===== src/rtl/flash_wbuf_pkg.sv =====
`timescale 1ns/1ps
package flash_wbuf_pkg;

    // register offsets seen by software
    localparam logic [7:0] OFS_CMD   = 8'h00;
    localparam logic [7:0] OFS_A0    = 8'h10;
    localparam logic [7:0] OFS_A1    = 8'h14;
    localparam logic [7:0] OFS_A2    = 8'h18;
    localparam logic [7:0] OFS_SBYTE = 8'h1C;
    localparam logic [7:0] OFS_MODE  = 8'h64;
    localparam logic [7:0] OFS_FILL  = 8'h98;
    localparam logic [7:0] OFS_A3    = 8'hC8;

    // command codes
    localparam logic [7:0] CMD_PAGE   = 8'h10;
    localparam logic [7:0] CMD_SINGLE = 8'h90;

    typedef enum logic [2:0] {
        SQ_IDLE,
        SQ_OPCODE,
        SQ_ADDR,
        SQ_DATA,
        SQ_CLOSE
    } seq_state_t;

endpackage


===== src/rtl/wbuf_regs.sv =====
`timescale 1ns/1ps
module wbuf_regs
    import flash_wbuf_pkg::*;
#(
    parameter int MODE_LAT = 4
) (
    input  logic            clk,
    input  logic            rst_n,
    input  logic            bus_wr,
    input  logic [7:0]      bus_addr,
    input  logic [31:0]     bus_wdata,
    output logic [31:0]     bus_rdata,
    input  logic            busy,
    input  logic            done,
    output logic            mode_eff,
    output logic            fill_we,
    output logic [3:0][7:0] addr_bytes,
    output logic [7:0]      single_byte,
    output logic            start_page,
    output logic            start_single,
    output logic            prog_err,
    output logic [7:0]      cmd_q
);

    logic              wr_ok;
    logic              cmd_wr;
    logic              page_refused;
    logic              mode_req;
    logic [MODE_LAT-1:0] mode_pipe;

    always_comb begin
        wr_ok        = bus_wr && !busy;
        cmd_wr       = wr_ok && (bus_addr == OFS_CMD);
        start_page   = cmd_wr && (bus_wdata[7:0] == CMD_PAGE) && mode_eff;
        page_refused = cmd_wr && (bus_wdata[7:0] == CMD_PAGE) && !mode_eff;
        start_single = cmd_wr && (bus_wdata[7:0] == CMD_SINGLE);
        fill_we      = wr_ok && (bus_addr == OFS_FILL);
    end

    always_ff @(posedge clk or negedge rst_n) begin
        if (!rst_n) begin
            cmd_q       <= 8'h00;
            prog_err    <= 1'b0;
            addr_bytes  <= '0;
            single_byte <= 8'h00;
            mode_req    <= 1'b0;
        end else begin
            if (start_page || start_single) begin
                cmd_q    <= bus_wdata[7:0];
                prog_err <= 1'b0;
            end else if (done) begin
                cmd_q[4:0] <= 5'd0;
            end
            if (page_refused)
                prog_err <= 1'b1;
            if (wr_ok) begin
                unique case (bus_addr)
                    OFS_A0:    addr_bytes[0] <= bus_wdata[7:0];
                    OFS_A1:    addr_bytes[1] <= bus_wdata[7:0];
                    OFS_A2:    addr_bytes[2] <= bus_wdata[7:0];
                    OFS_A3:    addr_bytes[3] <= bus_wdata[7:0];
                    OFS_SBYTE: single_byte   <= bus_wdata[7:0];
                    OFS_MODE:  mode_req      <= bus_wdata[0];
                    default:   ;
                endcase
            end
        end
    end

    // role switch settles after MODE_LAT cycles
    generate
        if (MODE_LAT == 1) begin : g_lat1
            always_ff @(posedge clk or negedge rst_n) begin
                if (!rst_n) mode_pipe <= '0;
                else        mode_pipe <= mode_req;
            end
        end else begin : g_latn
            always_ff @(posedge clk or negedge rst_n) begin
                if (!rst_n) mode_pipe <= '0;
                else        mode_pipe <= {mode_pipe[MODE_LAT-2:0], mode_req};
            end
        end
    endgenerate

    assign mode_eff = mode_pipe[MODE_LAT-1];

    always_comb begin
        unique case (bus_addr)
            OFS_CMD:   bus_rdata = {24'd0, cmd_q};
            OFS_A0:    bus_rdata = {24'd0, addr_bytes[0]};
            OFS_A1:    bus_rdata = {24'd0, addr_bytes[1]};
            OFS_A2:    bus_rdata = {24'd0, addr_bytes[2]};
            OFS_A3:    bus_rdata = {24'd0, addr_bytes[3]};
            OFS_SBYTE: bus_rdata = {24'd0, single_byte};
            OFS_MODE:  bus_rdata = {31'd0, mode_eff};
            default:   bus_rdata = 32'd0;
        endcase
    end


    refuse_sets_err_chk: assert property (@(posedge clk) disable iff (!rst_n)
        page_refused |=> (prog_err && cmd_q == $past(cmd_q)));


    busy_addr_hold_chk: assert property (@(posedge clk) disable iff (!rst_n)
        busy |=> $stable(addr_bytes));

endmodule


===== src/rtl/wbuf_store.sv =====
`timescale 1ns/1ps
module wbuf_store #(
    parameter int BYTES = 128,
    localparam int WORDS = BYTES / 4,
    localparam int PW = $clog2(WORDS),
    localparam int IW = $clog2(BYTES)
) (
    input  logic          clk,
    input  logic          rst_n,
    input  logic          we,
    input  logic [31:0]   wdata,
    input  logic          restart,
    input  logic          busy,
    input  logic [IW-1:0] rd_idx,
    output logic [7:0]    rd_byte
);

    logic [31:0]   mem [WORDS];
    logic [PW-1:0] ptr;
    logic [31:0]   word;

    always_ff @(posedge clk or negedge rst_n) begin
        if (!rst_n) begin
            ptr <= '0;
        end else if (restart) begin
            ptr <= '0;
        end else if (we) begin
            ptr <= (ptr == PW'(WORDS - 1)) ? '0 : ptr + 1'b1;
        end
    end

    always_ff @(posedge clk) begin
        if (we && !restart)
            mem[ptr] <= wdata;
    end

    always_comb begin
        word    = mem[rd_idx[IW-1:2]];
        rd_byte = 8'(word >> {rd_idx[1:0], 3'b000});
    end


    ptr_wrap_chk: assert property (@(posedge clk) disable iff (!rst_n)
        (we && !restart && ptr == PW'(WORDS - 1)) |=> (ptr == '0));


    busy_ptr_hold_chk: assert property (@(posedge clk) disable iff (!rst_n)
        busy |=> $stable(ptr));

endmodule


===== src/rtl/wbuf_shifter.sv =====
`timescale 1ns/1ps
module wbuf_shifter #(
    parameter int HALF = 1,
    localparam int HCW = (HALF > 1) ? $clog2(HALF) : 1
) (
    input  logic       clk,
    input  logic       rst_n,
    input  logic       load,
    input  logic [7:0] din,
    output logic       sclk,
    output logic       mosi,
    output logic       byte_done
);

    logic           active;
    logic           phase;
    logic [2:0]     bitcnt;
    logic [HCW-1:0] hcnt;
    logic [7:0]     sh;
    logic           half_end;

    always_comb begin
        half_end  = (hcnt == HCW'(HALF - 1));
        byte_done = active && phase && half_end && (bitcnt == 3'd7);
        sclk      = active && phase;
        mosi      = active && sh[7];
    end

    always_ff @(posedge clk or negedge rst_n) begin
        if (!rst_n) begin
            active <= 1'b0;
            phase  <= 1'b0;
            bitcnt <= 3'd0;
            hcnt   <= '0;
            sh     <= 8'h00;
        end else if (load) begin
            active <= 1'b1;
            phase  <= 1'b0;
            bitcnt <= 3'd0;
            hcnt   <= '0;
            sh     <= din;
        end else if (active) begin
            if (half_end) begin
                hcnt <= '0;
                if (!phase) begin
                    phase <= 1'b1;
                end else begin
                    phase <= 1'b0;
                    if (bitcnt == 3'd7) begin
                        active <= 1'b0;
                    end else begin
                        bitcnt <= bitcnt + 3'd1;
                        sh     <= {sh[6:0], 1'b0};
                    end
                end
            end else begin
                hcnt <= hcnt + 1'b1;
            end
        end
    end


    load_gap_chk: assert property (@(posedge clk) disable iff (!rst_n)
        load |-> (!active || byte_done));

endmodule


===== src/rtl/flash_pp_wbuf.sv =====
`timescale 1ns/1ps
module flash_pp_wbuf
    import flash_wbuf_pkg::*;
#(
    parameter int         BYTES      = 128,
    parameter int         MODE_LAT   = 4,
    parameter int         HALF       = 1,
    parameter logic [7:0] PAGE_OPC   = 8'h12,
    parameter logic [7:0] SINGLE_OPC = 8'h02,
    localparam int        IW         = $clog2(BYTES)
) (
    input  logic        clk,
    input  logic        rst_n,
    input  logic        bus_wr,
    input  logic [7:0]  bus_addr,
    input  logic [31:0] bus_wdata,
    output logic [31:0] bus_rdata,
    output logic        spi_sclk,
    output logic        spi_cs_n,
    output logic        spi_mosi,
    output logic        prog_err
);

    seq_state_t      state, nstate;
    logic [IW-1:0]   idx, nidx;
    logic            is_page, nis_page;
    logic            busy, done;
    logic            load;
    logic [7:0]      tx_byte;
    logic [IW-1:0]   store_idx;
    logic [7:0]      store_byte;
    logic            byte_done;
    logic            mode_eff;
    logic            fill_we;
    logic [3:0][7:0] addr_bytes;
    logic [7:0]      single_byte;
    logic            start_page, start_single;
    logic [7:0]      cmd_q;

    wbuf_regs #(.MODE_LAT(MODE_LAT)) regs_i (
        .clk          (clk),
        .rst_n        (rst_n),
        .bus_wr       (bus_wr),
        .bus_addr     (bus_addr),
        .bus_wdata    (bus_wdata),
        .bus_rdata    (bus_rdata),
        .busy         (busy),
        .done         (done),
        .mode_eff     (mode_eff),
        .fill_we      (fill_we),
        .addr_bytes   (addr_bytes),
        .single_byte  (single_byte),
        .start_page   (start_page),
        .start_single (start_single),
        .prog_err     (prog_err),
        .cmd_q        (cmd_q)
    );

    wbuf_store #(.BYTES(BYTES)) store_i (
        .clk     (clk),
        .rst_n   (rst_n),
        .we      (fill_we),
        .wdata   (bus_wdata),
        .restart (start_page),
        .busy    (busy),
        .rd_idx  (store_idx),
        .rd_byte (store_byte)
    );

    wbuf_shifter #(.HALF(HALF)) shift_i (
        .clk       (clk),
        .rst_n     (rst_n),
        .load      (load),
        .din       (tx_byte),
        .sclk      (spi_sclk),
        .mosi      (spi_mosi),
        .byte_done (byte_done)
    );

    // state register
    always_ff @(posedge clk or negedge rst_n) begin
        if (!rst_n) begin
            state   <= SQ_IDLE;
            idx     <= '0;
            is_page <= 1'b0;
        end else begin
            state   <= nstate;
            idx     <= nidx;
            is_page <= nis_page;
        end
    end

    // buffer read index: first data byte while addressing, else next byte
    always_comb begin
        store_idx = (state == SQ_ADDR) ? '0 : idx + 1'b1;
    end

    // transitions and byte issue
    always_comb begin
        nstate   = state;
        nidx     = idx;
        nis_page = is_page;
        load     = 1'b0;
        tx_byte  = 8'h00;
        done     = 1'b0;
        unique case (state)
            SQ_IDLE: begin
                if (start_page || start_single) begin
                    nstate   = SQ_OPCODE;
                    nis_page = start_page;
                    nidx     = '0;
                    load     = 1'b1;
                    tx_byte  = start_page ? PAGE_OPC : SINGLE_OPC;
                end
            end
            SQ_OPCODE: begin
                if (byte_done) begin
                    nstate  = SQ_ADDR;
                    nidx    = '0;
                    load    = 1'b1;
                    tx_byte = addr_bytes[3];
                end
            end
            SQ_ADDR: begin
                if (byte_done) begin
                    load = 1'b1;
                    if (idx == IW'(3)) begin
                        nstate  = SQ_DATA;
                        nidx    = '0;
                        tx_byte = is_page ? store_byte : single_byte;
                    end else begin
                        nidx    = idx + 1'b1;
                        tx_byte = addr_bytes[2'd2 - idx[1:0]];
                    end
                end
            end
            SQ_DATA: begin
                if (byte_done) begin
                    if (!is_page || idx == IW'(BYTES - 1)) begin
                        nstate = SQ_CLOSE;
                    end else begin
                        nidx    = idx + 1'b1;
                        load    = 1'b1;
                        tx_byte = store_byte;
                    end
                end
            end
            SQ_CLOSE: begin
                done   = 1'b1;
                nstate = SQ_IDLE;
            end
            default: nstate = SQ_IDLE;
        endcase
    end

    // outputs
    always_comb begin
        busy     = (state != SQ_IDLE);
        spi_cs_n = !((state == SQ_OPCODE) || (state == SQ_ADDR) || (state == SQ_DATA));
    end


    busy_cmd_chk: assert property (@(posedge clk) disable iff (!rst_n)
        (state != SQ_IDLE) == (cmd_q[4:0] != 5'd0));


    page_len_chk: assert property (@(posedge clk) disable iff (!rst_n)
        (state == SQ_CLOSE && is_page) |-> ($past(idx) == IW'(BYTES - 1)));

endmodule


===== config.mk =====
export PLATFORM = sky130hd
export DESIGN_NAME = flash_pp_wbuf
export DESIGN_NICKNAME = d
export VERILOG_FILES = /design/src/rtl/flash_wbuf_pkg.sv /design/src/rtl/wbuf_regs.sv /design/src/rtl/wbuf_store.sv /design/src/rtl/wbuf_shifter.sv /design/src/rtl/flash_pp_wbuf.sv
export SDC_FILE = /design/constraint.sdc
export NUM_CORES = 1
export LEC_CHECK = 0
export BUFFER_PORTS_ARGS = -buffer_cell sky130_fd_sc_hd__buf_2
export CAP_MARGIN = 20
export CORE_MARGIN = 8
export CORE_UTILIZATION = 35
export DETAILED_ROUTE_END_ITERATION = 10
export GPL_TIMING_DRIVEN = 0
export PLACE_DENSITY = 0.48
export SLEW_MARGIN = 0
export SYNTH_ARGS = -nofsm -noshare
export SYNTH_HDL_FRONTEND = slang
export SYNTH_HIERARCHICAL = 1
export SYNTH_SLANG_ARGS = --single-unit

===== constraint.sdc =====
create_clock -name clk -period 5.9 [get_ports clk]
set_input_delay 1.77 -clock clk [delete_from_list [all_inputs] [get_ports clk]]
set_output_delay 1.77 -clock clk [all_outputs]
set_load 0.01 [all_outputs]

==> results.yml, run 1 <==
grt:
  antenna_found_initial: 4
  grt_pass1_wl_um: 168000
  grt-ovfl-total: 0
  track_usage: 0.171
  grt_pass1_vias: 22400
  grt_start_max_net_pins: 45
route:
  vias: 21300
  viasPerCell: 5.38
  first_pass_iters: 5
  wl_per_cell_um: 29.7
  ant_nets: 0
  drc: 0
  drtIter0Drc: 1727
  drt-total-wl_um: 118000
critical_path:
  cp.required_ns: 4.13
  cp-startpoint: "bus_addr[1]"
  setup.worst_path.end: "bus_rdata[1]"
  critPathKind: "in -> out"
  cp-end-kind: "output pin"
  rrSetupSlack_ns: 0.41
  r2r_start: "idx[0]"
  r2r_end: "shift_i/sh[4]"
  reg2reg_depth: 17
  arrival_ns: 4.00
  crit_path_start_kind: "input pin"
  cp_max_fo: 6
synthesis:
  ys.flop_type: "edfxtp_1"
  yosys.area.top_type_share: 0.699
  synthTopCellsByCount: "edfxtp_1 (1024), mux4_2 (346), dfrtp_1 (83)"
  synthCells: 1962
  postSynthAreaPerCell_um2: 22.4
  synth-edff-count: 1024
  yosysTopAreaCell: "edfxtp_1"
  synthArstFlopShare: 0.0750
  ys_seq_elements: 1107
  yosysSeqAreaShare: 0.746
  synth_cell_types: 72
  synth_warnings: 6
  synth.most_common_cell: "edfxtp_1"
  synth.area.top_cells: "edfxtp_1 (70%), mux4_2 (18%), dfrtp_1 (4.7%)"
  netlist_area_um2: 44000
power:
  p_switching_w: 0.00318
  power_density_nw_per_um2: 310
  swShare: 0.200
  ir_drop_mv: 0.229
  total_power_w: 0.0159
  intPower_w: 0.0127
  p_clk_frac: 0.446
  p_seq_frac: 0.541
  combPwrFrac: 0.013
  p_leak_nw: 16.1
clocking:
  htreeDepth: 3
  numCtsBuffers: 118
  cts_buffer_depth: 3
  path_clk_slew_ns: 0.06
  cts_tree: "done"
  cts_sinks: 1107
  clock_latency_ns: 0.69
  cts_setup_buffers: 0
  clk_root_buffer_cell: "clkbuf_16"
flow_run:
  maxCapViolCount: 0
sta:
  max_freq_ghz: 0.173
  tightestPinTransition_ns: 1.15
  fin_skew_ns: 0.0238
  setup_violations: 0
  setup_ws_ns: 0.135
  fin_hold_ws_ns: 0.354
  rsz0062_at_grt: "no"
  max-slew-margin-rel: 0.227
  hold_viol: 0
  maxSlewViolCount: 0
  final.min_clock_period_ns: 5.77
  post-route-period-util: 0.977
layout:
  multi_input_area_um2: 10800
  final_util: 0.410
  n_fill_cell: 11100
  final_area_um2: 51300
  nets: 2258
  ff_latch_area_um2: 32800
  syn_to_final_growth_pct: 16.6
  drive_gt1_frac: 0.356
floorplan:
  die_w_um: 371
  placementRows: 130
  fp.dieH_um: 371
  fp.dieArea_um2: 137000
  core-area_um2: 125000
  start_util: 0.351
  pin_count: 79
placed_design:
  gp_congestion: 0.775
  port_buffers: 53
  hpwl_um: 79300
  place_ws_ns: -0.324
  placed_area_um2: 47500
status:
  status: "finished clean"
hold_path:
  hold_class: "reg -> reg"
==> flip-flops by register name, indices dropped and copies added (netlist names) <==
signal,count
store_i/mem,1024
regs_i/addr_bytes,32
regs_i/cmd_q,8
regs_i/single_byte,8
shift_i/sh,8
idx,7
store_i/ptr,5
regs_i/mode_pipe,4
shift_i/bitcnt,3
state,3
is_page,1
regs_i/mode_req,1
regs_i/prog_err,1
shift_i/active,1
shift_i/phase,1
==> layout by cell type (no fill, tap or decap), drive strengths merged, types with 12 or more instances in the layout <==
master | synthesis | routed
clkinv | 0 | 56
clkbuf | 38 | 190
buf | 86 | 177
nor2b | 21 | 21
inv | 10 | 14
mux2 | 53 | 53
mux4 | 346 | 346
dfrtp | 83 | 83
nand2 | 50 | 50
a21oi | 19 | 19
edfxtp | 1024 | 1024
a22oi | 15 | 15
mux2i | 12 | 12
conb | 1 | 24
nor2 | 59 | 59
o21ai | 22 | 22
==> how the worst min path moves through the flow <==
stage	from	endpoint	slack [ns]	depth (start not counted)
after global routing	regs_i/mode_pipe[1]	regs_i/mode_pipe[2]	0.37	0
after detailed placement	regs_i/mode_pipe[0]	regs_i/mode_pipe[1]	0.34	0
final	regs_i/mode_pipe[1]	regs_i/mode_pipe[2]	0.35	0
after global placement	regs_i/mode_pipe[0]	regs_i/mode_pipe[1]	0.34	0
after floorplan	regs_i/mode_pipe[0]	regs_i/mode_pipe[1]	0.33	0
after CTS	regs_i/mode_pipe[1]	regs_i/mode_pipe[2]	0.36	0
==> power groups by stage <==
stage / Sequential [W] / Clock, W / Combinational, W
global route: 0.00859 / 0.00757 / 0.000228
detailed placement: 0.00876 / 0 / 0.000207
global placement: 0.00876 / 0 / 0.000188
CTS: 0.00859 / 0.00729 / 0.000207
finish: 0.00859 / 0.00709 / 0.000203
floorplan: 0.00875 / 0 / 0.0000552
==> logic make-up after synthesis <==
| logic type | synth area share |
|---|---|
| AOI/OAI and AO/OA | 0.0152 |
| xor gates and xnor gates | 0.00119 |
| adders and majority gates | 0.00227 |
| buffers and inverters | 0.0162 |
| DFF | 0.746 |
| muxes | 0.193 |
| other | 0.0000852 |
| and+or+nand+nor | 0.0256 |
==> through the flow <==
step	setup TNS, ns	instances
2_1_floorplan	0	1985
3_3_place_gp	-1871.42	3688
3_5_place_dp	-47.04	3734
4_1_cts	0	3949
5_1_grt	0	3952
6_report	0	3955
==> what timing repair did <==
action	in CTS	in global routing
endpoints found under the setup margin	8	8
resized for setup	10	38
hold endpoints to repair	0	0
hold buffers	0	0
==> cell type report <==
class	count	share of cell area
sequential	1107	0.640
multi-input combinational	744	0.210
clock buffer	144	0.0601
tap	1650	0.0402
timing repair buffer	102	0.0231
buffer	124	0.0141
clock inverter	71	0.0117
inverter	10	0.000731
antenna	3	0.000146
==> per-layer routing <==
layer / vias up / routed length, um / global-route usage
li1: 8780 / - / -
met1: 11700 / 50000 / 0.232
met2: 644 / 57000 / 0.282
met3: 182 / 7100 / 0.0334
met4: 0 / 3550 / 0.0497
met5: - / 0 / 0
==> worst max-delay path: stages <==
cell and delay [ns]:
buf_2 0.13, or4_4 0.56, nor3_1 0.89, a22oi_1 0.22, nand3_1 0.24, buf_2 0.18
Note: power is estimated with default switching activity, not from simulation.
==> run 2, diff against run 1 <==
--- a/config.mk
+++ b/config.mk
@@ -12,6 +12,7 @@
 export DETAILED_ROUTE_END_ITERATION = 10
 export GPL_TIMING_DRIVEN = 0
 export PLACE_DENSITY = 0.48
+export RECOVER_POWER = 25
 export SLEW_MARGIN = 0
 export SYNTH_ARGS = -nofsm -noshare
 export SYNTH_HDL_FRONTEND = slang
==> run 2 against run 1 <==
  * The flow now finishes with violations (design-rule violations, max-capacitance violations, max-slew violations)
  * Non-clock buffer count unchanged
  * Maximum frequency is 0.64% higher
  * Die area did not move
  * First-iteration DRC count rose by 3.1%
  * Global-route usage did not move
  * Critical path depth unchanged
  * Utilization hardly changed
  * Critical endpoint unchanged
==> results.yml, run 2 (synthesized netlist as in run 1, its figures left out) <==
sta:
  fin_skew_ns: 0.0226
  setup_violations: 0
  hold_viol: 0
  tightestPinTransition_ns: 2.36
  setup_ws_ns: 0.171
  rsz0062_at_grt: "no"
  final.min_clock_period_ns: 5.73
  max-slew-margin-rel: -0.572
  post-route-period-util: 0.971
  maxSlewViolCount: 86
  max_freq_ghz: 0.175
  fin_hold_ws_ns: 0.354
route:
  first_pass_iters: 8
  drt-total-wl_um: 118000
  drtIter0Drc: 1780
  vias: 21300
  viasPerCell: 5.38
  wl_per_cell_um: 29.7
  ant_nets: 0
  drc: 5
critical_path:
  cp-end-kind: "output pin"
  crit_path_start_kind: "input pin"
  cp.required_ns: 4.13
  cp_max_fo: 6
  arrival_ns: 3.96
  critPathKind: "in -> out"
power:
  power_density_nw_per_um2: 310
  total_power_w: 0.0159
  p_leak_nw: 16.1
  ir_drop_mv: 0.231
status:
  violations: "design-rule violations, max-capacitance violations, max-slew violations"
  status: "complete, but fails checks"
clocking:
  hold_buffers: 0
  htreeDepth: 3
  clock_latency_ns: 0.69
  cts_tree: "done"
  clk_root_buffer_cell: "clkbuf_16"
  path_clk_slew_ns: 0.06
  cts_buffer_depth: 3
  cts_sinks: 1107
  numCtsBuffers: 118
hold_path:
  hold_class: "reg -> reg"
grt:
  grt_pass1_vias: 22400
  grt_start_max_net_pins: 45
  grt_pass1_wl_um: 168000
  antenna_found_initial: 4
  track_usage: 0.171
  grt-ovfl-total: 0
placed_design:
  gp_congestion: 0.775
  port_buffers: 53
  hpwl_um: 79300
  place_ws_ns: -0.324
floorplan:
  die_w_um: 371
  fp.dieArea_um2: 137000
  start_util: 0.351
  placementRows: 130
  fp.dieH_um: 371
  pin_count: 79
  core-area_um2: 125000
layout:
  layout_common_cells: "edfxtp_1 (1024), mux4_2 (346), clkbuf_16 (119)"
  final_common_cell: "edfxtp_1"
  nets: 2258
  largest_reg_flops: 1024
  largestRegisters: "store_i/mem: 1024 flops, regs_i/addr_bytes: 32 flops"
  drive_gt1_frac: 0.346
  syn_to_final_growth_pct: 16.5
  largest-register: "store_i/mem"
flow_run:
  maxCapViolCount: 2
==> run 2: changes by cell type in the layout (fill, tap and decap cells not counted), sizes merged <==
cell,change
buf,-22
clkbuf,+22
diode,+1
==> run 2: through the flow <==
step                instances  area, um2   util  TNS [ns]
global placement         3688      46400  0.371  -1871.42
finish                   3956      51300  0.409         0
floorplan                1985      44100      -         0
CTS                      3949      51200  0.409         0
global route             3952      51300  0.409         0
detailed placement       3734      47500  0.380    -47.04
==> run 2: where the power goes <==
part	switching (W)	internal (W)	leakage, nW
Combinational	0.000157	0.0000408	3.92
Clock	0.00301	0.00408	1.81
Sequential	0.0000107	0.00859	10.3
Total	0.00317	0.0127	16.1
==> run 2: worst paths after layout <==
kind / startpoint / endpoint / slack, ns / cells past startpoint
setup / recovery: bus_addr[1] / bus_rdata[1] / 0.17 / 6
hold / removal: regs_i/mode_pipe[1] / regs_i/mode_pipe[2] / 0.35 / 0
setup reg to reg: idx[0] / shift_i/sh[4] / 0.40 / 17
hold reg to reg: regs_i/mode_pipe[1] / regs_i/mode_pipe[2] / 0.35 / 0
max in group asynchronous: rst_n / idx[5] / 1.01 / 2
min in group asynchronous: rst_n / regs_i/addr_bytes[30] / 1.78 / 1
==> run 2: worst max-delay path, cell delays in order <==
cell	delay, ns
buf_2	0.13
or4_4	0.56
nor3_1	0.87
a22oi_1	0.22
nand3_1	0.23
buf_2	0.18
==> run 2: timing repair <==
item	4_1_cts	5_1_grt
endpoints found under the setup margin	8	8
gates resized for setup	10	38
pin swaps	0	0
buffers inserted	0	0
==> run 2: cell type report <==
type	count	area (um2)
Inverter	10	37.5
Clock buffer	144	3080
Buffer	124	726
Timing Repair Buffer	102	1130
Tap cell	1650	2060
Clock inverter	71	601
Antenna cell	4	10.0
Fill cell	11100	74000
Sequential cell	1107	32800
Multi-Input combinational cell	744	10800
==> run 2: per-layer routing <==
metal	global-route usage	part of all wire	up-vias
met2	0.282	0.48	610
met1	0.232	0.43	11700
met3	0.0334	0.056	182
met4	0.0497	0.030	0
met5	0	0	-
li1	-	-	8787
